==> src/rtl/mdu_pkg.sv <==
package mdu_pkg;
  typedef enum logic [2:0] {
    WA_MCAND   = 3'd0,
    WA_MPLIER  = 3'd1,
    WA_DVD_LO  = 3'd2,
    WA_DVD_HI  = 3'd3,
    WA_DIVISOR = 3'd4
  } waddr_e;

  typedef enum logic [1:0] {
    RA_QUO_LO = 2'd0,
    RA_QUO_HI = 2'd1,
    RA_RES_LO = 2'd2,
    RA_RES_HI = 2'd3
  } raddr_e;
endpackage

==> src/rtl/mdu_mul.sv <==
module mdu_mul #(
  parameter int OPW = 8
) (
  input  logic [OPW-1:0]   a,
  input  logic [OPW-1:0]   b,
  output logic [2*OPW-1:0] p
);
  always_comb p = a * b;
endmodule

==> src/rtl/mdu_div.sv <==
module mdu_div #(
  parameter int OPW = 8
) (
  input  logic             clk,
  input  logic             rst_n,
  input  logic             start,
  input  logic [2*OPW-1:0] dividend,
  input  logic [OPW-1:0]   divisor,
  output logic             busy,
  output logic             done,
  output logic [2*OPW-1:0] quo,
  output logic [OPW-1:0]   rem
);
  localparam int DW = 2 * OPW;
  localparam int CW = $clog2(DW + 1);

  logic [CW-1:0]  cnt;
  logic [DW-1:0]  q_sh;
  logic [OPW-1:0] r_acc;
  logic [OPW-1:0] dvs;
  logic           done_q;
  logic [OPW:0]   trial;
  logic           ge;
  logic [OPW-1:0] diff;
  logic [OPW-1:0] r_next;

  always_comb begin
    trial  = {r_acc, q_sh[DW-1]};
    ge     = trial >= {1'b0, dvs};
    diff   = trial[OPW-1:0] - dvs;
    r_next = ge ? diff : trial[OPW-1:0];
  end

  always_ff @(posedge clk or negedge rst_n) begin
    if (!rst_n) begin
      cnt    <= '0;
      q_sh   <= '0;
      r_acc  <= '0;
      dvs    <= '1;
      done_q <= 1'b0;
    end else if (start) begin
      q_sh   <= dividend;
      r_acc  <= '0;
      dvs    <= divisor;
      cnt    <= CW'(DW);
      done_q <= 1'b0;
    end else if (cnt != '0) begin
      q_sh   <= {q_sh[DW-2:0], ge};
      r_acc  <= r_next;
      cnt    <= cnt - 1'b1;
      done_q <= (cnt == CW'(1));
    end else begin
      done_q <= 1'b0;
    end
  end

  assign busy = (cnt != '0) || done_q;
  assign done = done_q;
  assign quo  = q_sh;
  assign rem  = r_acc;
endmodule

==> src/rtl/mdu_rdmux.sv <==
module mdu_rdmux
  import mdu_pkg::*;
#(
  parameter int OPW = 8
) (
  input  logic [1:0]       sel,
  input  logic [2*OPW-1:0] quo,
  input  logic [2*OPW-1:0] res,
  output logic [OPW-1:0]   data
);
  always_comb begin
    case (raddr_e'(sel))
      RA_QUO_LO: data = quo[OPW-1:0];
      RA_QUO_HI: data = quo[2*OPW-1:OPW];
      RA_RES_LO: data = res[OPW-1:0];
      default:   data = res[2*OPW-1:OPW];
    endcase
  end
endmodule

==> src/rtl/mdu_top.sv <==
module mdu_top
  import mdu_pkg::*;
#(
  parameter int OPW = 8
) (
  input  logic           clk,
  input  logic           rst_n,
  input  logic           wr_valid,
  output logic           wr_ready,
  input  logic [2:0]     wr_addr,
  input  logic [OPW-1:0] wr_data,
  input  logic [1:0]     rd_addr,
  output logic [OPW-1:0] rd_data,
  output logic           busy
);
  localparam int DW = 2 * OPW;

  logic [OPW-1:0] mcand_q;
  logic [DW-1:0]  dvd_q;
  logic [DW-1:0]  quot_q;
  logic [DW-1:0]  res_q;
  logic [DW-1:0]  prod;
  logic           acc;
  logic           div_start;
  logic           div_busy;
  logic           div_done;
  logic [DW-1:0]  div_quo;
  logic [OPW-1:0] div_rem;

  assign acc       = wr_valid && wr_ready;
  assign div_start = acc && (waddr_e'(wr_addr) == WA_DIVISOR) && (wr_data != '0);
  assign wr_ready  = !div_busy;
  assign busy      = div_busy;

  mdu_mul #(.OPW(OPW)) u_mul (.a(mcand_q), .b(wr_data), .p(prod));

  mdu_div #(.OPW(OPW)) u_div (
    .clk(clk), .rst_n(rst_n), .start(div_start),
    .dividend(dvd_q), .divisor(wr_data),
    .busy(div_busy), .done(div_done), .quo(div_quo), .rem(div_rem)
  );

  mdu_rdmux #(.OPW(OPW)) u_rd (.sel(rd_addr), .quo(quot_q), .res(res_q), .data(rd_data));

  always_ff @(posedge clk or negedge rst_n) begin
    if (!rst_n) begin
      mcand_q <= '1;
      dvd_q   <= '1;
      quot_q  <= '0;
      res_q   <= '0;
    end else if (div_done) begin
      quot_q <= div_quo;
      res_q  <= {{OPW{1'b0}}, div_rem};
    end else if (acc) begin
      case (waddr_e'(wr_addr))
        WA_MCAND:  mcand_q <= wr_data;
        WA_MPLIER: res_q <= prod;
        WA_DVD_LO: dvd_q[OPW-1:0] <= wr_data;
        WA_DVD_HI: dvd_q[DW-1:OPW] <= wr_data;
        WA_DIVISOR: begin
          if (wr_data == '0) begin
            quot_q <= '1;
            res_q  <= dvd_q;
          end
        end
        default: ;
      endcase
    end
  end
endmodule

==> config.mk <==
export PLATFORM = sky130hd
export DESIGN_NAME = mdu_top
export DESIGN_NICKNAME = d
export VERILOG_FILES = /design/src/rtl/mdu_pkg.sv /design/src/rtl/mdu_mul.sv /design/src/rtl/mdu_div.sv /design/src/rtl/mdu_rdmux.sv /design/src/rtl/mdu_top.sv
export SDC_FILE = /design/constraint.sdc
export NUM_CORES = 1
export LEC_CHECK = 0
export BUFFER_PORTS_ARGS = -buffer_cell sky130_fd_sc_hd__clkbuf_2
export CAP_MARGIN = 20
export CORE_MARGIN = 8
export CORE_UTILIZATION = 40
export CTS_BUF_LIST = sky130_fd_sc_hd__clkbuf_4 sky130_fd_sc_hd__clkbuf_8
export DETAILED_ROUTE_END_ITERATION = 12
export GPL_TIMING_DRIVEN = 0
export SLEW_MARGIN = 20
export SYNTH_ARGS = -nofsm -noshare
export SYNTH_HDL_FRONTEND = slang
export SYNTH_SLANG_ARGS = --single-unit
==> constraint.sdc <==
create_clock -name clk -period 5.1 [get_ports clk]
set_input_delay 0.765 -clock clk [delete_from_list [all_inputs] [get_ports clk]]
set_output_delay 0.765 -clock clk [all_outputs]
set_load 0.1 [all_outputs]
==> reports/qor.txt <==
Row Count -> 47
cell taking the most area after synthesis -> dfrtp_1
GPL Wtd Cong -> 0.897
Crit path max-delay family -> adder cells
Fin. Hold Viols -> 0
DRT Pass-1 Iters -> 8
Clk pin slew, worst setup/hold paths -> 100 ps
mux cell area share after synthesis -> 7.72%
Seq pwr share -> 33.8%
Power Total -> 4.50 mW
Mapped Nets -> 752
DR WL/cell -> 18.5 um
combinational power share -> 56.1%
yosys warns -> 0
largest net degree at the start of global routing -> 95
Synth Area in Adders -> 19.8%
FMAX -> 214 MHz
critical path class -> in2reg
Setup Buffers After CTS -> 0
Top cell by count, worst path -> fa_1
R2R cell count -> 15
post-synthesis async set-or-reset flop share -> 100%
final setup skew -> 8.60 ps
reg2reg setup slack -> 440 ps
first-pass GRT wire length -> 27,300 um
Die Y -> 145 um
Final HPWL DP -> 13,000 um
worst reg2reg path startpoint -> mcand_q[0]$_DFFE_PN1P_
#FFs+latches synth -> 94
Switch Pwr -> 2.15 mW
setup TNS -> 0 ps
CTS sink count -> 94
htree depth -> 3
Setup violations, final -> 0
most used flip-flop cell after synthesis -> dfrtp_1
data required time of the critical path -> 5340 ps
Slew Limit Headroom -> 49.6%
Core Area -> 16,400 um2
Top Ports -> 26
IO Port Bufs -> 22
Critical Path Fanout Max -> 13
synthesized area -> 6660 um2
Area growth, synth to finish -> 8.15%
DR DRC count -> 0
Root Driver -> clkbuf_8
final std cells w/o fill -> 905
Worst Setup EP -> res_q[15]$_DFFE_PN0P_
dpl cells -> 895
synth top area cells -> dfrtp_1 23%, dfstp_2 13%, fa_1 11%, ha_1 8.6%, and2_1 4.8%
Fin Hold WS -> 452 ps
chip width -> 145 um
DR vias/cell -> 5.54
Worst Setup Start Kind -> input port
cell-internal power -> 2.35 mW
post-route ant nets -> 0
XOR/XNOR share of the synthesized area -> 2.10%
sequential cell area fraction in the yosys report -> 35.9%
total CTS buffers -> 9
cells after synthesis -> 653
RSZ-0062 raised after global routing -> no
clock latency at the later pin of the worst-skew pair -> 370 ps
VDD IR max -> 0.246 mV
starting density of the core -> 40.6%
Worst path slowest cell -> fa_1
vias -> 5,012
initial antenna violation count -> 1
crit path cell chain -> clkbuf_2 -> and2_1 -> fa_1 -> fa_1 -> fa_1 -> inv_1 -> fa_1 -> inv_1 -> ha_1 -> a21o_1 -> nor3_1 -> a21oi_1 -> o41ai_1 -> xnor2_1 -> o22ai_1
total die area -> 21,000 um2
post-route core utilization -> 43.9%
crit share post-route -> 91.5%
Critical Path AT -> 4910 ps
GRT Total Usage -> 16.2%
Max Slew Vio Count -> 0
max cap viols -> 0
Worst path max stage delay -> 540 ps
Worst Hold Class -> in2async
Fillers -> 1,596
GRT overflow -> 0
Simple-Gate Fraction of Synth Area -> 14.3%
Yosys cell types -> 58
Synth Area in Compound Gates -> 13.8%
largest family of logic cells by synthesized area -> adder cells
CTS max path bufs -> 2
post-synth top area share -> 23.3%
PD cells -> 625 nW/um2
final wirelength -> 16,700 um
outcome -> finished, final reports clean
syn_area_per_cell -> 10.2 um2
fin crit period -> 4670 ps
vias in the first global route -> 4,944
R2R Path End -> res_q[10]$_DFFE_PN0P_
Critical Path End Type -> flip-flop
Worst-Margin Slew -> 737 ps
share of cells above drive strength 1 -> 17.4%
post-cts sizing count -> 1
Starting DRT DRC Count -> 316
CTS tree -> built
Worst Setup SP -> wr_data[3]
nets@finish -> 779
clock power share -> 10.1%
Pleak -> 3.37 nW
Antenna Cells -> 0
Crit path depth -> 15
WP buf/inv -> 3
Net Sw Frac -> 47.8%
Post-synth EDFFs -> 0
hold-fix buffer count after cts -> 0
==> Yosys cell counts, types with 3 or more instances <==
| master | n |
|---|---|
| o211ai_1 | 5 |
| fa_1 | 37 |
| a21o_1 | 7 |
| mux2i_1 | 3 |
| dfrtp_1 | 62 |
| mux2_2 | 26 |
| inv_1 | 80 |
| and2_1 | 51 |
| nor2_1 | 20 |
| xor2_1 | 11 |
| clkbuf_1 | 26 |
| a222oi_1 | 15 |
| nor3_1 | 5 |
| nor2b_1 | 7 |
| o21a_1 | 3 |
| a21oi_1 | 13 |
| xnor2_1 | 5 |
| ha_1 | 46 |
| o22ai_1 | 4 |
| o31ai_1 | 3 |
| nand2b_1 | 9 |
| nand2_1 | 62 |
| buf_2 | 5 |
| nor4_1 | 3 |
| o21ai_0 | 37 |
| mux4_2 | 8 |
| a311oi_1 | 5 |
| a31oi_1 | 7 |
| dfstp_2 | 32 |
| nand3_1 | 9 |
| o22a_1 | 15 |
==> how the worst min path moves through the flow <==
stage                                         start                   endpoint  cells after the start  slack (ps)
after floorplan           u_div.quo[15]$_DFFE_PN0P_  u_div.quo[15]$_DFFE_PN0P_                      2         460
after global placement    u_div.quo[15]$_DFFE_PN0P_  u_div.quo[15]$_DFFE_PN0P_                      2         470
after detailed placement  u_div.quo[15]$_DFFE_PN0P_  u_div.quo[15]$_DFFE_PN0P_                      2         490
after CTS                                     rst_n   u_div.cnt[1]$_DFFE_PN0P_                      1         480
after global routing                          rst_n      quot_q[0]$_DFFE_PN0P_                      1         510
final                                         rst_n      quot_q[0]$_DFFE_PN0P_                      1         450
==> cells in the final DEF (no fill, tap or decap), types with 4 or more instances in the layout <==
cell type / Yosys / layout
xnor2_1: 5 / 5
a31oi_1: 7 / 7
o22ai_1: 4 / 4
a21o_1: 7 / 7
nor2_1: 20 / 20
a311oi_1: 5 / 5
ha_1: 46 / 46
mux4_2: 8 / 8
o211ai_1: 5 / 5
clkbuf_8: 0 / 10
inv_1: 80 / 80
nand2b_1: 9 / 9
o22a_1: 15 / 15
and2_1: 51 / 51
nand3_1: 9 / 9
nor2b_1: 7 / 7
dfrtp_1: 62 / 62
clkbuf_1: 26 / 20
mux2_2: 26 / 26
nand2_1: 62 / 62
a21oi_1: 13 / 13
fa_1: 37 / 37
dfstp_2: 32 / 32
nor3_1: 5 / 5
xor2_1: 11 / 11
o21ai_0: 37 / 36
a222oi_1: 15 / 15
clkbuf_2: 0 / 21
buf_2: 5 / 5
==> registers in the layout, indices dropped and copies added (netlist names) <==
register	cells
u_div.rem	8
u_div.quo	16
u_div.dvs	8
res_q	16
mcand_q	8
u_div.done	1
dvd_q	16
u_div.cnt	5
quot_q	16
==> final cells by class <==
type	count	area, um2	area share (%)
Multi-Input combinational cell	447	3840	53.3
Sequential cell	94	2390	33.2
Inverter	80	300	4.17
Tap cell	220	275	3.82
Clock buffer	9	124	1.72
Timing Repair Buffer	22	119	1.65
Buffer	26	104	1.44
Clock inverter	7	47.5	0.660
==> kinds of logic after synthesis <==
logic type	Yosys count
buf+inv	112
fa+ha+maj	83
mux	38
compound gates	129
simple gates	181
xor+xnor	16
flops	94
==> power by group through the flow <==
| stage | Clock, mW | Sequential [mW] | Combinational, mW |
|---|---|---|---|
| 2_1_floorplan | 0 | 1.33 | 2.05 |
| 3_3_place_gp | 0 | 1.51 | 2.48 |
| 3_5_place_dp | 0 | 1.52 | 2.54 |
| 4_1_cts | 0.465 | 1.51 | 2.55 |
| 5_1_grt | 0.499 | 1.55 | 2.86 |
| 6_report | 0.455 | 1.52 | 2.53 |
==> worst register-to-register path: cells and delay by family (launching register included) <==
kind / cells / cell delay (ps)
AOI/OAI and AO/OA: 4 / 890
buffers and inverters: 3 / 140
and+or+nand+nor: 2 / 220
DFF: 1 / 680
adders and majority gates: 5 / 2460
xor gates and xnor gates: 1 / 170
==> per-stage QoR <==
| stage | setup slack [ps] | area (um2) |
|---|---|---|
| floorplan | 312 | 6660 |
| global placement | -305 | 7050 |
| detailed placement | -390 | 7050 |
| CTS | 145 | 7230 |
| global route | 167 | 7200 |
| finish | 433 | 7200 |
==> routing by layer <==
metal | track usage [%] | routed length (um) | vias up | part of all wire [%]
met2 | 24.7 | 7480 | 152 | 45
li1 | - | - | 2309 | -
met3 | 2.83 | 948 | 19 | 5.7
met4 | 3.89 | 218 | 2 | 1.3
met5 | 0 | 14 | - | 0.084
met1 | 23.2 | 8040 | 2530 | 48
No activity file was read; power rests on OpenSTA's default activity.
